File: src/rtl/can_bs_pkg.sv
`timescale 1ns/1ps
package can_bs_pkg;
  // Receive state: waiting for a dominant level, or timing bits of a frame.
  typedef enum logic {
    ST_IDLE = 1'b0,
    ST_RX   = 1'b1
  } rx_state_e;

  // One whole clock in Q4 fixed point.
  localparam int unsigned Q4_ONE = 16;
endpackage

File: src/rtl/can_bs_sync.sv
`timescale 1ns/1ps
// Brings the asynchronous bus line into the clock domain and flags 1->0 edges.
module can_bs_sync #(
  parameter int STAGES = 2
) (
  input  logic clk,
  input  logic rst_n,
  input  logic rx_i,
  output logic rx_s,
  output logic fall
);
  logic [STAGES-1:0] chain_q;
  logic              prev_q;

  always_ff @(posedge clk or negedge rst_n) begin
    if (!rst_n) begin
      chain_q <= '1;
      prev_q  <= 1'b1;
    end else begin
      chain_q[0] <= rx_i;
      for (int i = 1; i < STAGES; i++) chain_q[i] <= chain_q[i-1];
      prev_q <= chain_q[STAGES-1];
    end
  end

  assign rx_s = chain_q[STAGES-1];
  assign fall = prev_q & ~rx_s;
endmodule

File: src/rtl/can_bs_rate.sv
`timescale 1ns/1ps
// Keeps the nominal/fast selection and derives the sample offset for the
// width that applies from this cycle on.
module can_bs_rate #(
  parameter int BW_W  = 16,
  parameter int PCT_W = 7
) (
  input  logic            clk,
  input  logic            rst_n,
  input  logic [BW_W-1:0] nom_bw,
  input  logic [BW_W-1:0] fast_bw,
  input  logic [PCT_W-1:0] pct,
  input  logic            sel_fast,
  input  logic            sel_nom,
  input  logic            clear,
  output logic [BW_W-1:0] bw_o,
  output logic [BW_W-1:0] sp_o
);
  localparam int PW = BW_W + PCT_W;

  logic          fast_q, fast_d;
  logic [PW-1:0] prod, quo;

  // Clear wins, then a fast request, then a nominal request.
  always_comb begin
    fast_d = fast_q;
    if (clear)         fast_d = 1'b0;
    else if (sel_fast) fast_d = 1'b1;
    else if (sel_nom)  fast_d = 1'b0;
  end

  always_ff @(posedge clk or negedge rst_n) begin
    if (!rst_n) fast_q <= 1'b0;
    else        fast_q <= fast_d;
  end

  assign bw_o = fast_d ? fast_bw : nom_bw;

  always_comb begin
    prod = PW'(bw_o) * PW'(pct);
    quo  = prod / PW'(100);
    sp_o = quo[BW_W-1:0];
  end
endmodule

File: src/rtl/can_bs_phase.sv
`timescale 1ns/1ps
// Phase accumulator. phase_q holds, in Q4, the distance from the start of the
// current cycle to the next sample instant. A cycle whose distance is below one
// whole clock is the sample cycle.
module can_bs_phase
  import can_bs_pkg::*;
#(
  parameter int BW_W = 16
) (
  input  logic            clk,
  input  logic            rst_n,
  input  logic            run,
  input  logic            ref_now,
  input  logic            hop,
  input  logic [BW_W-1:0] bw,
  input  logic [BW_W-1:0] sp,
  output logic            take
);
  localparam int PH_W = BW_W + 1;
  localparam logic [PH_W-1:0] ONE = PH_W'(Q4_ONE);

  logic [PH_W-1:0] phase_q, phase_d, p_eff, bw_x, sp_x;

  assign bw_x = {1'b0, bw};
  assign sp_x = {1'b0, sp};

  // An edge starts the bit at this cycle; a rate hop treats this cycle as the
  // start of the bit before the next one.
  always_comb begin
    if (ref_now)  p_eff = sp_x;
    else if (hop) p_eff = bw_x + sp_x;
    else          p_eff = phase_q;
  end

  assign take = run && (p_eff < ONE);

  always_comb begin
    if (!run)      phase_d = '0;
    else if (take) phase_d = p_eff + bw_x - ONE;
    else           phase_d = p_eff - ONE;
  end

  always_ff @(posedge clk or negedge rst_n) begin
    if (!rst_n) phase_q <= '0;
    else        phase_q <= phase_d;
  end
endmodule

File: src/rtl/can_bit_sampler.sv
`timescale 1ns/1ps
// Top: idle/receive control, bit counter and strobe registers.
module can_bit_sampler
  import can_bs_pkg::*;
#(
  parameter int SYNC_STAGES = 2,
  parameter int BW_W        = 16,
  parameter int PCT_W       = 7,
  parameter int IDX_W       = 10
) (
  input  logic             clk,
  input  logic             rst_n,
  input  logic             rx_i,
  input  logic [BW_W-1:0]  nom_bw_q4,
  input  logic [BW_W-1:0]  fast_bw_q4,
  input  logic [PCT_W-1:0] sp_pct,
  input  logic             go_fast,
  input  logic             go_nominal,
  input  logic             frame_end,
  output logic             bit_valid,
  output logic             bit_value,
  output logic [IDX_W-1:0] bit_index,
  output logic             rx_active
);
  rx_state_e        state_q, state_d;
  logic             rx_s, rx_fall;
  logic [BW_W-1:0]  bw_cur, sp_cur;
  logic             start, resync, run, hop, take;
  logic [IDX_W-1:0] idx_q;
  logic             valid_q, value_q;
  logic [IDX_W-1:0] index_q;

  can_bs_sync #(.STAGES(SYNC_STAGES)) u_sync (
    .clk  (clk),
    .rst_n(rst_n),
    .rx_i (rx_i),
    .rx_s (rx_s),
    .fall (rx_fall)
  );

  can_bs_rate #(.BW_W(BW_W), .PCT_W(PCT_W)) u_rate (
    .clk     (clk),
    .rst_n   (rst_n),
    .nom_bw  (nom_bw_q4),
    .fast_bw (fast_bw_q4),
    .pct     (sp_pct),
    .sel_fast(go_fast),
    .sel_nom (go_nominal),
    .clear   (frame_end),
    .bw_o    (bw_cur),
    .sp_o    (sp_cur)
  );

  // Idle waits for a level; receiving reacts to 1->0 transitions only.
  assign start  = (state_q == ST_IDLE) && !rx_s && !frame_end;
  assign resync = (state_q == ST_RX) && rx_fall && !frame_end;
  assign run    = !frame_end && ((state_q == ST_RX) || start);
  assign hop    = go_fast && (state_q == ST_RX);

  can_bs_phase #(.BW_W(BW_W)) u_phase (
    .clk    (clk),
    .rst_n  (rst_n),
    .run    (run),
    .ref_now(start | resync),
    .hop    (hop),
    .bw     (bw_cur),
    .sp     (sp_cur),
    .take   (take)
  );

  always_comb begin
    state_d = state_q;
    if (frame_end)  state_d = ST_IDLE;
    else if (start) state_d = ST_RX;
  end

  always_ff @(posedge clk or negedge rst_n) begin
    if (!rst_n) begin
      state_q <= ST_IDLE;
      idx_q   <= '0;
      valid_q <= 1'b0;
      value_q <= 1'b1;
      index_q <= '0;
    end else begin
      state_q <= state_d;
      valid_q <= take;
      if (frame_end) begin
        idx_q <= '0;
      end else if (take) begin
        idx_q   <= idx_q + 1'b1;
        index_q <= idx_q;
        value_q <= rx_s;
      end
    end
  end

  assign bit_valid = valid_q;
  assign bit_value = value_q;
  assign bit_index = index_q;
  assign rx_active = (state_q == ST_RX);
endmodule

File: config.mk
export PLATFORM = sky130hd
export DESIGN_NAME = can_bit_sampler
export DESIGN_NICKNAME = d
export VERILOG_FILES = /design/src/rtl/can_bs_pkg.sv /design/src/rtl/can_bs_sync.sv /design/src/rtl/can_bs_rate.sv /design/src/rtl/can_bs_phase.sv /design/src/rtl/can_bit_sampler.sv
export SDC_FILE = /design/constraint.sdc
export NUM_CORES = 1
export LEC_CHECK = 0
export CORE_MARGIN = 2
export CORE_UTILIZATION = 30
export CTS_BUF_LIST = sky130_fd_sc_hd__clkbuf_4 sky130_fd_sc_hd__clkbuf_8 sky130_fd_sc_hd__clkbuf_16
export DETAILED_ROUTE_END_ITERATION = 12
export MAX_ROUTING_LAYER = met4
export PLACE_DENSITY = 0.58
export SKIP_CTS_REPAIR_TIMING = 1
export SYNTH_ARGS = -nofsm -noshare
export SYNTH_HDL_FRONTEND = slang
export SYNTH_SLANG_ARGS = --single-unit
File: constraint.sdc
create_clock -name clk -period 19.55 [get_ports clk]
set_clock_uncertainty 0.15 [all_clocks]
set_input_delay 3.91 -clock clk [delete_from_list [all_inputs] [get_ports clk]]
set_output_delay 3.91 -clock clk [all_outputs]
set_load 0.1 [all_outputs]
; ---- Word-level counts from Yosys, hierarchy flattened
; Index checks and enable logic that the tools add are counted.
[classes]
addsub = 5
n_mul = 1
div = 1
magnitude_cmp = 1
eq_ne = 0
n_shift = 0
mux = 12
n_bitwise = 5
reduce_logical = 13
[op_table]
columns = cell, count
row1 = $mux W17, 4
row2 = $sub A17 B5 Y17 const B, 2
row3 = $div A23 B7 Y23 const B, 1
row4 = $mul A16 B7 Y23, 1
row5 = $mux W10, 2
row6 = $add A16 B16 Y17, 1
row7 = $add A17 B16 Y17, 1
row8 = $lt A17 B5 Y1 const B, 1
row9 = $mux W16, 1
row10 = $add A10 B1 Y10 const B, 1
row11 = $logic_and A1 B1 Y1, 7
row12 = $mux W1, 5
row13 = $reduce_bool A2 Y1, 2
row14 = $not A1 Y1, 3
row15 = $logic_not A1 Y1, 2
row16 = $reduce_and A2 Y1, 1
row17 = $and A1 B1 Y1, 1
row18 = $logic_or A1 B1 Y1, 1
row19 = $or A1 B1 Y1, 1
[totals]
ff_bits = 44
latchBits = 0
mem_bits_rw = 0
mem_bits_ro = 0
input_bits = 45
output_inout_bits = 13
word_cells = 47
n_memories = 0

; ---- Depth between registers and ports, before layout
; Gate-level depths: netlist of run 1.
[logic_depth]
depth_word = 13
mapped_depth = 102
mapped_depth_nobuf = 91

; ---- Modules after synthesis
; Synthesis of run 1 repeated with hierarchy kept, for this count alone.
[unflattened]
cells_unflattened = 1532
area_unflattened_um2 = 12270.5
[modules_own_cells]
columns = module, n_inst, cells_each, area_per_inst_um2, seq_area_each_um2
row1 = can_bs_rate, 1, 1049, 8155.3, 25.0
row2 = can_bs_phase, 1, 397, 3039.2, 425.4
row3 = can_bit_sampler, 1, 82, 983.4, 576.8
row4 = can_bs_sync, 1, 4, 92.6, 78.8

; ---- Worst setup path before layout of run 1
; OpenSTA, ideal clock, no wires.
[synth_path]
kind = in2reg
start = input port go_nominal
end = register u_phase.phase_q[16]
setup_ps = 132
t_arrival_ps = 22435
required_ps = 19268
path_slack_ps = -3167
path_stages = 96
path_buffers = 8
cell_sequence = nor2b_1 > o21a_1 > clkbuf_1 > clkbuf_1 > mux2i_1 > nor2b_1 > fa_1 > inv_1 > fa_1 > inv_1 > fa_1 > inv_1 > fa_1 > inv_1 > ha_1 > and2_4 > a221oi_4 > a21oi_2 > (+60 left out) > nand2b_1 > nand2_1 > nand2_1 > a21oi_1 > o21ai_0 > a21oi_1 > o21ai_0 > a21oi_1 > o21bai_1 > a21oi_1 > o21bai_1 > a21oi_1 > xor2_1 > nor2_1 > a21oi_1 > nor3_1 > a21oi_1 > nor2_1
[synth_via]
elab_chain_cells = 13
elab_cells_between_ends = 16
classes_between = 4 x add/sub / 1 x mul / 1 x div / 1 x order compare / 8 x mux / 1 x reduce/logical
[synth_lines]
columns = item, line
row1 = from (decl), can_bit_sampler.sv:18  ; input logic go_nominal,
row2 = $mux W1 *, can_bs_rate.sv:29  ; else if (sel_nom) fast_d = 1'b0;
row3 = $mux W1 *, can_bs_rate.sv:28  ; else if (sel_fast) fast_d = 1'b1;
row4 = $mux W1 *, can_bs_rate.sv:27  ; if (clear) fast_d = 1'b0;
row5 = net u_rate.fast_d, can_bs_rate.sv:21  ; logic fast_q, fast_d;
row6 = $mux W16 *, can_bs_rate.sv:37  ; assign bw_o = fast_d ? fast_bw : nom_bw;
row7 = $mul A16 B7 Y23, can_bs_rate.sv:40  ; prod = PW'(bw_o) * PW'(pct);
row8 = $div A23 B7 Y23, can_bs_rate.sv:41  ; quo = prod / PW'(100);
row9 = $add A16 B16 Y17, can_bs_phase.sv:31  ; else if (hop) p_eff = bw_x + sp_x;
row10 = $mux W17, can_bs_phase.sv:31
row11 = $mux W17, can_bs_phase.sv:30  ; if (ref_now) p_eff = sp_x;
row12 = $add A17 B16 Y17 or $lt A17 B5 Y1 (tied branches), "can_bs_phase.sv:39, can_bs_phase.sv:35"
row13 = $sub A17 B5 Y17 or $logic_and A1 B1 Y1 (tied branches), "can_bs_phase.sv:39, can_bs_phase.sv:35"
row14 = $mux W17 *, can_bs_phase.sv:39  ; else if (take) phase_d = p_eff + bw_x - ONE;
row15 = $mux W17 *, can_bs_phase.sv:38  ; if (!run) phase_d = '0;
row16 = net u_phase.phase_d[16], can_bs_phase.sv:22  ; logic [PH_W-1:0] phase_q, phase_d, p_eff, bw_x, sp_x;
row17 = to (signal assigned), can_bs_phase.sv:45  ; else phase_q <= phase_d;
row18 = to (decl), can_bs_phase.sv:22
; Mark *: on every way through the listed nets, which the timed path passes. The rest lies on a longest branch.
; A chain may end at the register's enable or synchronous reset.

; ---- Worst setup path in the final report of run 1
[layout_path]
start = input port go_nominal
end = register u_phase.phase_q[15]
[layout_via]
elab_chain_cells = 13
elab_cells_between_ends = 16
classes_between = 4 x add/sub / 1 x mul / 1 x div / 1 x order compare / 8 x mux / 1 x reduce/logical
[layout_lines]
columns = item, line
row1 = $mux W1 *, can_bs_rate.sv:29
row2 = $mux W1 *, can_bs_rate.sv:28
row3 = $mux W1 *, can_bs_rate.sv:27
row4 = $mux W16 *, can_bs_rate.sv:37
row5 = $mul A16 B7 Y23, can_bs_rate.sv:40
row6 = $div A23 B7 Y23, can_bs_rate.sv:41
row7 = $add A16 B16 Y17, can_bs_phase.sv:31
row8 = $mux W17, can_bs_phase.sv:31
row9 = $mux W17, can_bs_phase.sv:30
row10 = $add A17 B16 Y17 or $lt A17 B5 Y1 (tied branches), "can_bs_phase.sv:39, can_bs_phase.sv:35"
row11 = $sub A17 B5 Y17 or $logic_and A1 B1 Y1 (tied branches), "can_bs_phase.sv:39, can_bs_phase.sv:35"
row12 = $mux W17 *, can_bs_phase.sv:39
row13 = $mux W17 *, can_bs_phase.sv:38
row14 = net u_phase.phase_d[15], can_bs_phase.sv:22
; Marked as above.

==> results of run 1 <==
[metal layers]
layer / up-vias / track usage (%) / share of wire, %
met5: - / - / 0
met4: 0 / 4.34 / 1.6
met3: 49 / 1.20 / 2.9
met2: 236 / 31.5 / 49
met1: 6165 / 23.0 / 46
li1: 6327 / - / -
[flip-flops by register name, indices dropped and copies added (netlist names)]
signal,flops
idx_q,10
u_sync.prev_q,1
bit_valid,1
rx_active,1
u_phase.phase_q,17
bit_value,1
u_rate.fast_q,1
bit_index,10
u_sync.chain_q,2
[worst min-delay path by stage]
stage	slack [ns]	end	depth (start not counted)
after detailed placement	0.20	u_sync.chain_q[1]$_DFF_PN1_	0
final	0.21	u_sync.chain_q[1]$_DFF_PN1_	0
after floorplan	0.20	u_sync.chain_q[1]$_DFF_PN1_	0
after CTS	0.21	u_sync.chain_q[1]$_DFF_PN1_	0
after global routing	0.21	u_sync.chain_q[1]$_DFF_PN1_	0
after global placement	0.20	u_sync.chain_q[1]$_DFF_PN1_	0
[placed cells by master (no fill, tap or decap), types with 20 or more instances in the layout]
cell	n
sky130_fd_sc_hd__o21ai_0	52
sky130_fd_sc_hd__and2_1	39
sky130_fd_sc_hd__nor2b_1	58
sky130_fd_sc_hd__fa_1	68
sky130_fd_sc_hd__nand3_1	28
sky130_fd_sc_hd__nor2_1	112
sky130_fd_sc_hd__a21oi_1	90
sky130_fd_sc_hd__buf_4	456
sky130_fd_sc_hd__a21o_1	20
sky130_fd_sc_hd__a21oi_2	26
sky130_fd_sc_hd__xor2_1	21
sky130_fd_sc_hd__inv_1	122
sky130_fd_sc_hd__dfrtp_1	40
sky130_fd_sc_hd__ha_1	76
sky130_fd_sc_hd__o21ai_1	21
sky130_fd_sc_hd__nand2_1	118
sky130_fd_sc_hd__xnor2_1	51
sky130_fd_sc_hd__clkdlybuf4s50_1	53
[cell families after synthesis]
kind of cell	synth area share [%]
AOI/OAI and AO/OA	27.8
xor gates and xnor gates	5.81
adders and majority gates	22.1
buffers and inverters	6.98
DFF	9.57
muxes	4.70
and+or+nand+nor	23.0
[through the flow]
stage | area, um2 | utilization, % | TNS, ns | setup slack [ns] | hold WS, ns
after detailed placement | 16300 | 43.2 | -134.41 | -3.73 | 0.199
after global routing | 17700 | 46.7 | -123.95 | -3.58 | 0.209
final | 17700 | 46.7 | -89.24 | -2.62 | 0.207
after floorplan | 12100 | - | -67.00 | -1.98 | 0.195
after CTS | 16500 | 43.6 | -125.05 | -3.48 | 0.208
after global placement | 16300 | 43.2 | -126.99 | -3.50 | 0.197
[cell type report]
type / instances / area (um2)
clock inverter: 3 / 46.3
tap: 511 / 639
clock buffer: 5 / 125
multi-input combinational: 1252 / 10900
fill: 3701 / 20200
inverter: 138 / 518
timing repair buffer: 540 / 4370
sequential: 44 / 1110
==> run_summary.xml, run 1 <==
<?xml version="1.0" encoding="UTF-8"?>
<metrics>
  <group name="routing">
    <metric name="final_antenna_net_count" unit="">0</metric>
    <metric name="drt_iter0_drc" unit="">654</metric>
    <metric name="routed_via_density" unit="">5.13</metric>
    <metric name="dr.pass1.iters" unit="">5</metric>
    <metric name="routed_len_inst" unit="um">15.0</metric>
    <metric name="routed_wl" unit="um">37400</metric>
    <metric name="drcViolationCount" unit="">0</metric>
    <metric name="number_of_vias_after_detailed_routing" unit="">12800</metric>
  </group>
  <group name="timing">
    <metric name="slew_headroom" unit="%">27.6</metric>
    <metric name="finalHoldViolCount" unit="">0</metric>
    <metric name="clock.fmax" unit="MHz">45.1</metric>
    <metric name="report.final.slew_viol_count" unit="">0</metric>
    <metric name="period_minus_slack" unit="ns">22.17</metric>
    <metric name="least_margin_pin_slew" unit="ns">1.08</metric>
    <metric name="finalWorstSetupSlack" unit="ns">-2.62</metric>
    <metric name="final_worst_path_period_share" unit="%">113</metric>
    <metric name="finalSetupViolCount" unit="">39</metric>
    <metric name="rsz0062_at_grt" unit="">yes</metric>
  </group>
  <group name="place">
    <metric name="globalplace.congestion" unit="">0.883</metric>
    <metric name="numPortBuffers" unit="">57</metric>
    <metric name="detailedPlacementHpwl" unit="um">30400</metric>
    <metric name="place.detailed.instances" unit="">2440</metric>
  </group>
  <group name="setup_path">
    <metric name="timing.critical_path.slowest_cell_delay" unit="ns">0.57</metric>
    <metric name="wp_depth" unit="">91</metric>
    <metric name="worst_ep_required_time" unit="ns">19.63</metric>
    <metric name="crit_type" unit="">primary input to flip-flop</metric>
    <metric name="r2r_worst_path_depth" unit="">90</metric>
    <metric name="worstSetupEndpointType" unit="">flip-flop</metric>
    <metric name="timing.critical_path.slowest_stage_cell" unit="">sky130_fd_sc_hd__fa_1</metric>
    <metric name="crit_arrival" unit="ns">22.24</metric>
    <metric name="worstReg2RegStart" unit="">u_rate.fast_q$_DFF_PN0_</metric>
    <metric name="path_max_fanout" unit="">7</metric>
    <metric name="cell_repeated_most_along_the_worst_path" unit="">sky130_fd_sc_hd__buf_6</metric>
    <metric name="worst-r2r-setup-slack" unit="ns">0.67</metric>
    <metric name="critical_path.startpoint" unit="">go_nominal</metric>
    <metric name="worstSetupEndpoint" unit="">u_phase.phase_q[15]$_DFF_PN0_</metric>
    <metric name="timing.rr.end" unit="">u_phase.phase_q[15]$_DFF_PN0_</metric>
    <metric name="cp.buffers_inverters" unit="">14</metric>
    <metric name="cp-start-kind" unit="">primary input</metric>
    <metric name="critical-path-top-delay-family" unit="">compound AO/OA/AOI/OAI gates</metric>
  </group>
  <group name="synthesis">
    <metric name="post_synth_main_area_contributors" unit="">sky130_fd_sc_hd__fa_1 12%, sky130_fd_sc_hd__ha_1 9.6%, sky130_fd_sc_hd__dfrtp_1 8.7%</metric>
    <metric name="synth.top_cells.by_count" unit="">135 x sky130_fd_sc_hd__inv_1, 128 x sky130_fd_sc_hd__nand2_1, 119 x sky130_fd_sc_hd__nor2_1</metric>
    <metric name="yosys_register_bits" unit="">44</metric>
    <metric name="synth.cell_area" unit="um2">11600</metric>
    <metric name="yosys.cell_count.top_type" unit="">sky130_fd_sc_hd__inv_1</metric>
    <metric name="synth.yosys.warnings" unit="">0</metric>
    <metric name="portion_of_the_post_synthesis_area_used_by_sequential_elements" unit="%">9.57</metric>
    <metric name="synth_edf_count" unit="">0</metric>
    <metric name="netlist.area_leader.share" unit="%">12.3</metric>
    <metric name="synthCells" unit="">1495</metric>
    <metric name="synth_flop_cell" unit="">sky130_fd_sc_hd__dfrtp_1</metric>
    <metric name="yosys.cell_types.count" unit="">112</metric>
    <metric name="synth_largest_area_cell" unit="">sky130_fd_sc_hd__fa_1</metric>
    <metric name="postSynthAreaPerCell" unit="um2">7.73</metric>
    <metric name="async_set_reset_flop_share_out_of_synthesis" unit="%">100</metric>
    <metric name="postSynthNetCount" unit="">1700</metric>
  </group>
  <group name="outcome">
    <metric name="violations_in_the_final_reports" unit="">negative setup slack</metric>
    <metric name="status" unit="">finished, violations left</metric>
  </group>
  <group name="cts">
    <metric name="tritoncts_clock_tree" unit="">built</metric>
    <metric name="numCtsBuffers" unit="">5</metric>
    <metric name="cts.sink_count" unit="">44</metric>
    <metric name="cts-root-buf" unit="">sky130_fd_sc_hd__clkbuf_16</metric>
    <metric name="clk_path_buf_depth" unit="">2</metric>
    <metric name="level_count_of_the_clock_h_tree" unit="">2</metric>
    <metric name="worstSkewPairLatency" unit="ns">0.30</metric>
    <metric name="clk_pin_slew_worst_paths" unit="ns">0.07</metric>
  </group>
  <group name="floorplanning">
    <metric name="start_util" unit="%">30.6</metric>
    <metric name="core_area" unit="um2">37800</metric>
    <metric name="io-pin-count" unit="">58</metric>
    <metric name="floorplan.die.height" unit="um">200</metric>
    <metric name="fp.dieW" unit="um">200</metric>
    <metric name="row_count" unit="">71</metric>
    <metric name="design.die.area" unit="um2">40100</metric>
  </group>
  <group name="final_layout">
    <metric name="layout.cells.non_filler" unit="">2493</metric>
    <metric name="synthToLayoutAreaGrowth" unit="%">52.7</metric>
    <metric name="finalNetCount" unit="">2186</metric>
    <metric name="n_antenna_cell" unit="">0</metric>
    <metric name="post_route_cells_drive_above_1_share" unit="%">38.9</metric>
  </group>
  <group name="global_route">
    <metric name="grt_pass1_vias" unit="">12800</metric>
    <metric name="global_route_wire_length_before_repair" unit="um">60600</metric>
    <metric name="globalRoute.totalOverflow" unit="">0</metric>
    <metric name="antenna_found_initial" unit="">0</metric>
    <metric name="track_usage" unit="%">18.1</metric>
    <metric name="grt_start_max_net_pins" unit="">45</metric>
  </group>
  <group name="flow_run">
    <metric name="drv.max_cap_violation_count" unit="">0</metric>
  </group>
  <group name="hold_path">
    <metric name="min_from" unit="">u_sync.chain_q[0]$_DFF_PN1_</metric>
    <metric name="path_class_of_the_lowest_slack_min_delay_path" unit="">flip-flop to flip-flop</metric>
  </group>
</metrics>
Power of run 1 is not shown: default switching activity piles up to over one toggle a cycle in this logic, so the estimate is an artifact.
==> inputs of run 2 (changes only) <==
Settings changed: GPL_TIMING_DRIVEN set to 0, MAX_ROUTING_LAYER met4 to not set.
==> run 2 against run 1 <==
The flow still finishes with violations (negative setup slack). Final cell count down 11%. Utilization down 3.0 points. Non-clock buffer count down 262. Via count down 6.2%. Die area unchanged. Register-to-register slack worse by 0.50 ns.
==> run_summary.xml, run 2 (synthesis gave the netlist of run 1 again) <==
<?xml version="1.0" encoding="UTF-8"?>
<metrics>
  <group name="place">
    <metric name="detailedPlacementHpwl" unit="um">27000</metric>
    <metric name="globalplace.congestion" unit="">0.861</metric>
    <metric name="numPortBuffers" unit="">57</metric>
  </group>
  <group name="final_layout">
    <metric name="finalNetCount" unit="">1924</metric>
    <metric name="largest_register" unit="">u_phase.phase_q</metric>
    <metric name="post_route_cells_drive_above_1_share" unit="%">31.5</metric>
    <metric name="synthToLayoutAreaGrowth" unit="%">42.9</metric>
    <metric name="largest_register_ff_count" unit="">17</metric>
    <metric name="mostFrequentLayoutCell" unit="">sky130_fd_sc_hd__buf_4</metric>
    <metric name="n_antenna_cell" unit="">0</metric>
    <metric name="postLayoutCoreUtil" unit="%">43.6</metric>
    <metric name="layout_common_cells" unit="">128 x sky130_fd_sc_hd__buf_4, 122 x sky130_fd_sc_hd__inv_1, 114 x sky130_fd_sc_hd__nand2_1</metric>
  </group>
  <group name="setup_path">
    <metric name="cp-start-kind" unit="">primary input</metric>
    <metric name="timing.critical_path.slowest_cell_delay" unit="ns">0.57</metric>
    <metric name="crit_type" unit="">primary input to flip-flop</metric>
    <metric name="timing.critical_path.slowest_stage_cell" unit="">sky130_fd_sc_hd__or4_4</metric>
    <metric name="crit_arrival" unit="ns">22.77</metric>
    <metric name="worstSetupEndpointType" unit="">flip-flop</metric>
    <metric name="worst_ep_required_time" unit="ns">19.61</metric>
    <metric name="path_max_fanout" unit="">8</metric>
  </group>
  <group name="routing">
    <metric name="drcViolationCount" unit="">0</metric>
    <metric name="routed_len_inst" unit="um">16.6</metric>
    <metric name="routed_via_density" unit="">5.37</metric>
    <metric name="dr.pass1.iters" unit="">5</metric>
    <metric name="routed_wl" unit="um">37000</metric>
    <metric name="drt_iter0_drc" unit="">722</metric>
    <metric name="number_of_vias_after_detailed_routing" unit="">12000</metric>
    <metric name="final_antenna_net_count" unit="">0</metric>
  </group>
  <group name="global_route">
    <metric name="globalRoute.totalOverflow" unit="">0</metric>
    <metric name="grt_start_max_net_pins" unit="">24</metric>
    <metric name="global_route_wire_length_before_repair" unit="um">54700</metric>
    <metric name="track_usage" unit="%">16.1</metric>
    <metric name="antenna_found_initial" unit="">1</metric>
    <metric name="grt_pass1_vias" unit="">10900</metric>
  </group>
  <group name="cts">
    <metric name="cts.sink_count" unit="">44</metric>
    <metric name="clk_pin_slew_worst_paths" unit="ns">0.06</metric>
    <metric name="cts-root-buf" unit="">sky130_fd_sc_hd__clkbuf_16</metric>
    <metric name="level_count_of_the_clock_h_tree" unit="">2</metric>
    <metric name="worstSkewPairLatency" unit="ns">0.29</metric>
    <metric name="numCtsBuffers" unit="">5</metric>
    <metric name="tritoncts_clock_tree" unit="">built</metric>
    <metric name="clk_path_buf_depth" unit="">2</metric>
  </group>
  <group name="timing">
    <metric name="final_worst_path_period_share" unit="%">116</metric>
    <metric name="finalHoldViolCount" unit="">0</metric>
    <metric name="rsz0062_at_grt" unit="">yes</metric>
    <metric name="least_margin_pin_slew" unit="ns">1.01</metric>
    <metric name="clock.fmax" unit="MHz">44.1</metric>
    <metric name="period_minus_slack" unit="ns">22.70</metric>
    <metric name="slew_headroom" unit="%">32.5</metric>
    <metric name="report.final.slew_viol_count" unit="">0</metric>
    <metric name="finalSetupViolCount" unit="">39</metric>
    <metric name="finalWorstSetupSlack" unit="ns">-3.15</metric>
  </group>
  <group name="outcome">
    <metric name="violations_in_the_final_reports" unit="">negative setup slack</metric>
    <metric name="status" unit="">finished, violations left</metric>
  </group>
  <group name="hold_path">
    <metric name="path_class_of_the_lowest_slack_min_delay_path" unit="">flip-flop to flip-flop</metric>
  </group>
  <group name="floorplanning">
    <metric name="io-pin-count" unit="">58</metric>
    <metric name="start_util" unit="%">30.6</metric>
    <metric name="design.die.area" unit="um2">40100</metric>
    <metric name="fp.dieW" unit="um">200</metric>
    <metric name="floorplan.die.height" unit="um">200</metric>
    <metric name="core_area" unit="um2">37800</metric>
    <metric name="row_count" unit="">71</metric>
  </group>
  <group name="flow_run">
    <metric name="drv.max_cap_violation_count" unit="">0</metric>
  </group>
</metrics>
run 2: cell types whose count changed in the layout (fill, tap and decap cells not counted), moves of 8 or more:
| cell | change |
|---|---|
| sky130_fd_sc_hd__buf_4 | -328 |
| sky130_fd_sc_hd__buf_6 | +23 |
| sky130_fd_sc_hd__clkbuf_1 | +19 |
| sky130_fd_sc_hd__mux2_2 | -14 |
| sky130_fd_sc_hd__mux2_4 | +14 |
| sky130_fd_sc_hd__o21ai_0 | -8 |
| sky130_fd_sc_hd__xnor2_1 | -10 |
| sky130_fd_sc_hd__xnor2_2 | +9 |
run 2: routing by layer:
metal | share of wire, % | vias to the layer above | track usage (%)
li1 | - | 5789 | -
met1 | 45 | 5893 | 21.2
met2 | 51 | 264 | 29.1
met3 | 2.7 | 39 | 1.06
met4 | 1.4 | 2 | 2.65
met5 | 0.043 | - | 0
run 2: cell type report:
class	instances	area, um2
plain buffers	56	464
clock buffers	8	154
fillers	3680	21300
inverters	138	526
multi-input cells	1252	11500
flip-flops and latches	44	1110
well taps	511	639
repair buffers	222	2120
run 2: per-stage QoR:
step,instances,cell area (um2),setup WS (ns),TNS (ns),hold slack [ns]
detailed placement,2064,13400,-5.31,-197.75,0.200
CTS,2072,13500,-5.04,-187.17,0.208
global placement,2063,13300,-5.26,-196.17,0.196
floorplan,1495,12100,-1.98,-67.00,0.195
finish,2231,16500,-3.15,-112.11,0.207
global route,2231,16500,-4.12,-147.99,0.213
run 2: final timing paths:
path	from	to	slack (ns)	cells past startpoint
max in group asynchronous	rst_n	idx_q[6]$_DFFE_PN0P_	15.28	2
min in group asynchronous	rst_n	rx_active$_DFFE_PN0P_	3.47	1
max reg2reg	u_rate.fast_q$_DFF_PN0_	u_phase.phase_q[15]$_DFF_PN0_	0.17	93
min reg2reg	u_sync.chain_q[0]$_DFF_PN1_	u_sync.chain_q[1]$_DFF_PN1_	0.21	0
min	u_sync.chain_q[0]$_DFF_PN1_	u_sync.chain_q[1]$_DFF_PN1_	0.21	0
max	go_fast	u_phase.phase_q[15]$_DFF_PN0_	-3.15	93
run 2: worst max-delay path: cells and delay by family:
kind	cells	cell delay, ns
AOI/OAI and AO/OA	43	8.30
xor gates and xnor gates	2	0.28
adders and majority gates	9	3.16
buffers and inverters	19	2.11
muxes	3	0.97
and+or+nand+nor	17	3.98
Power of run 2 is left out for the same reason.
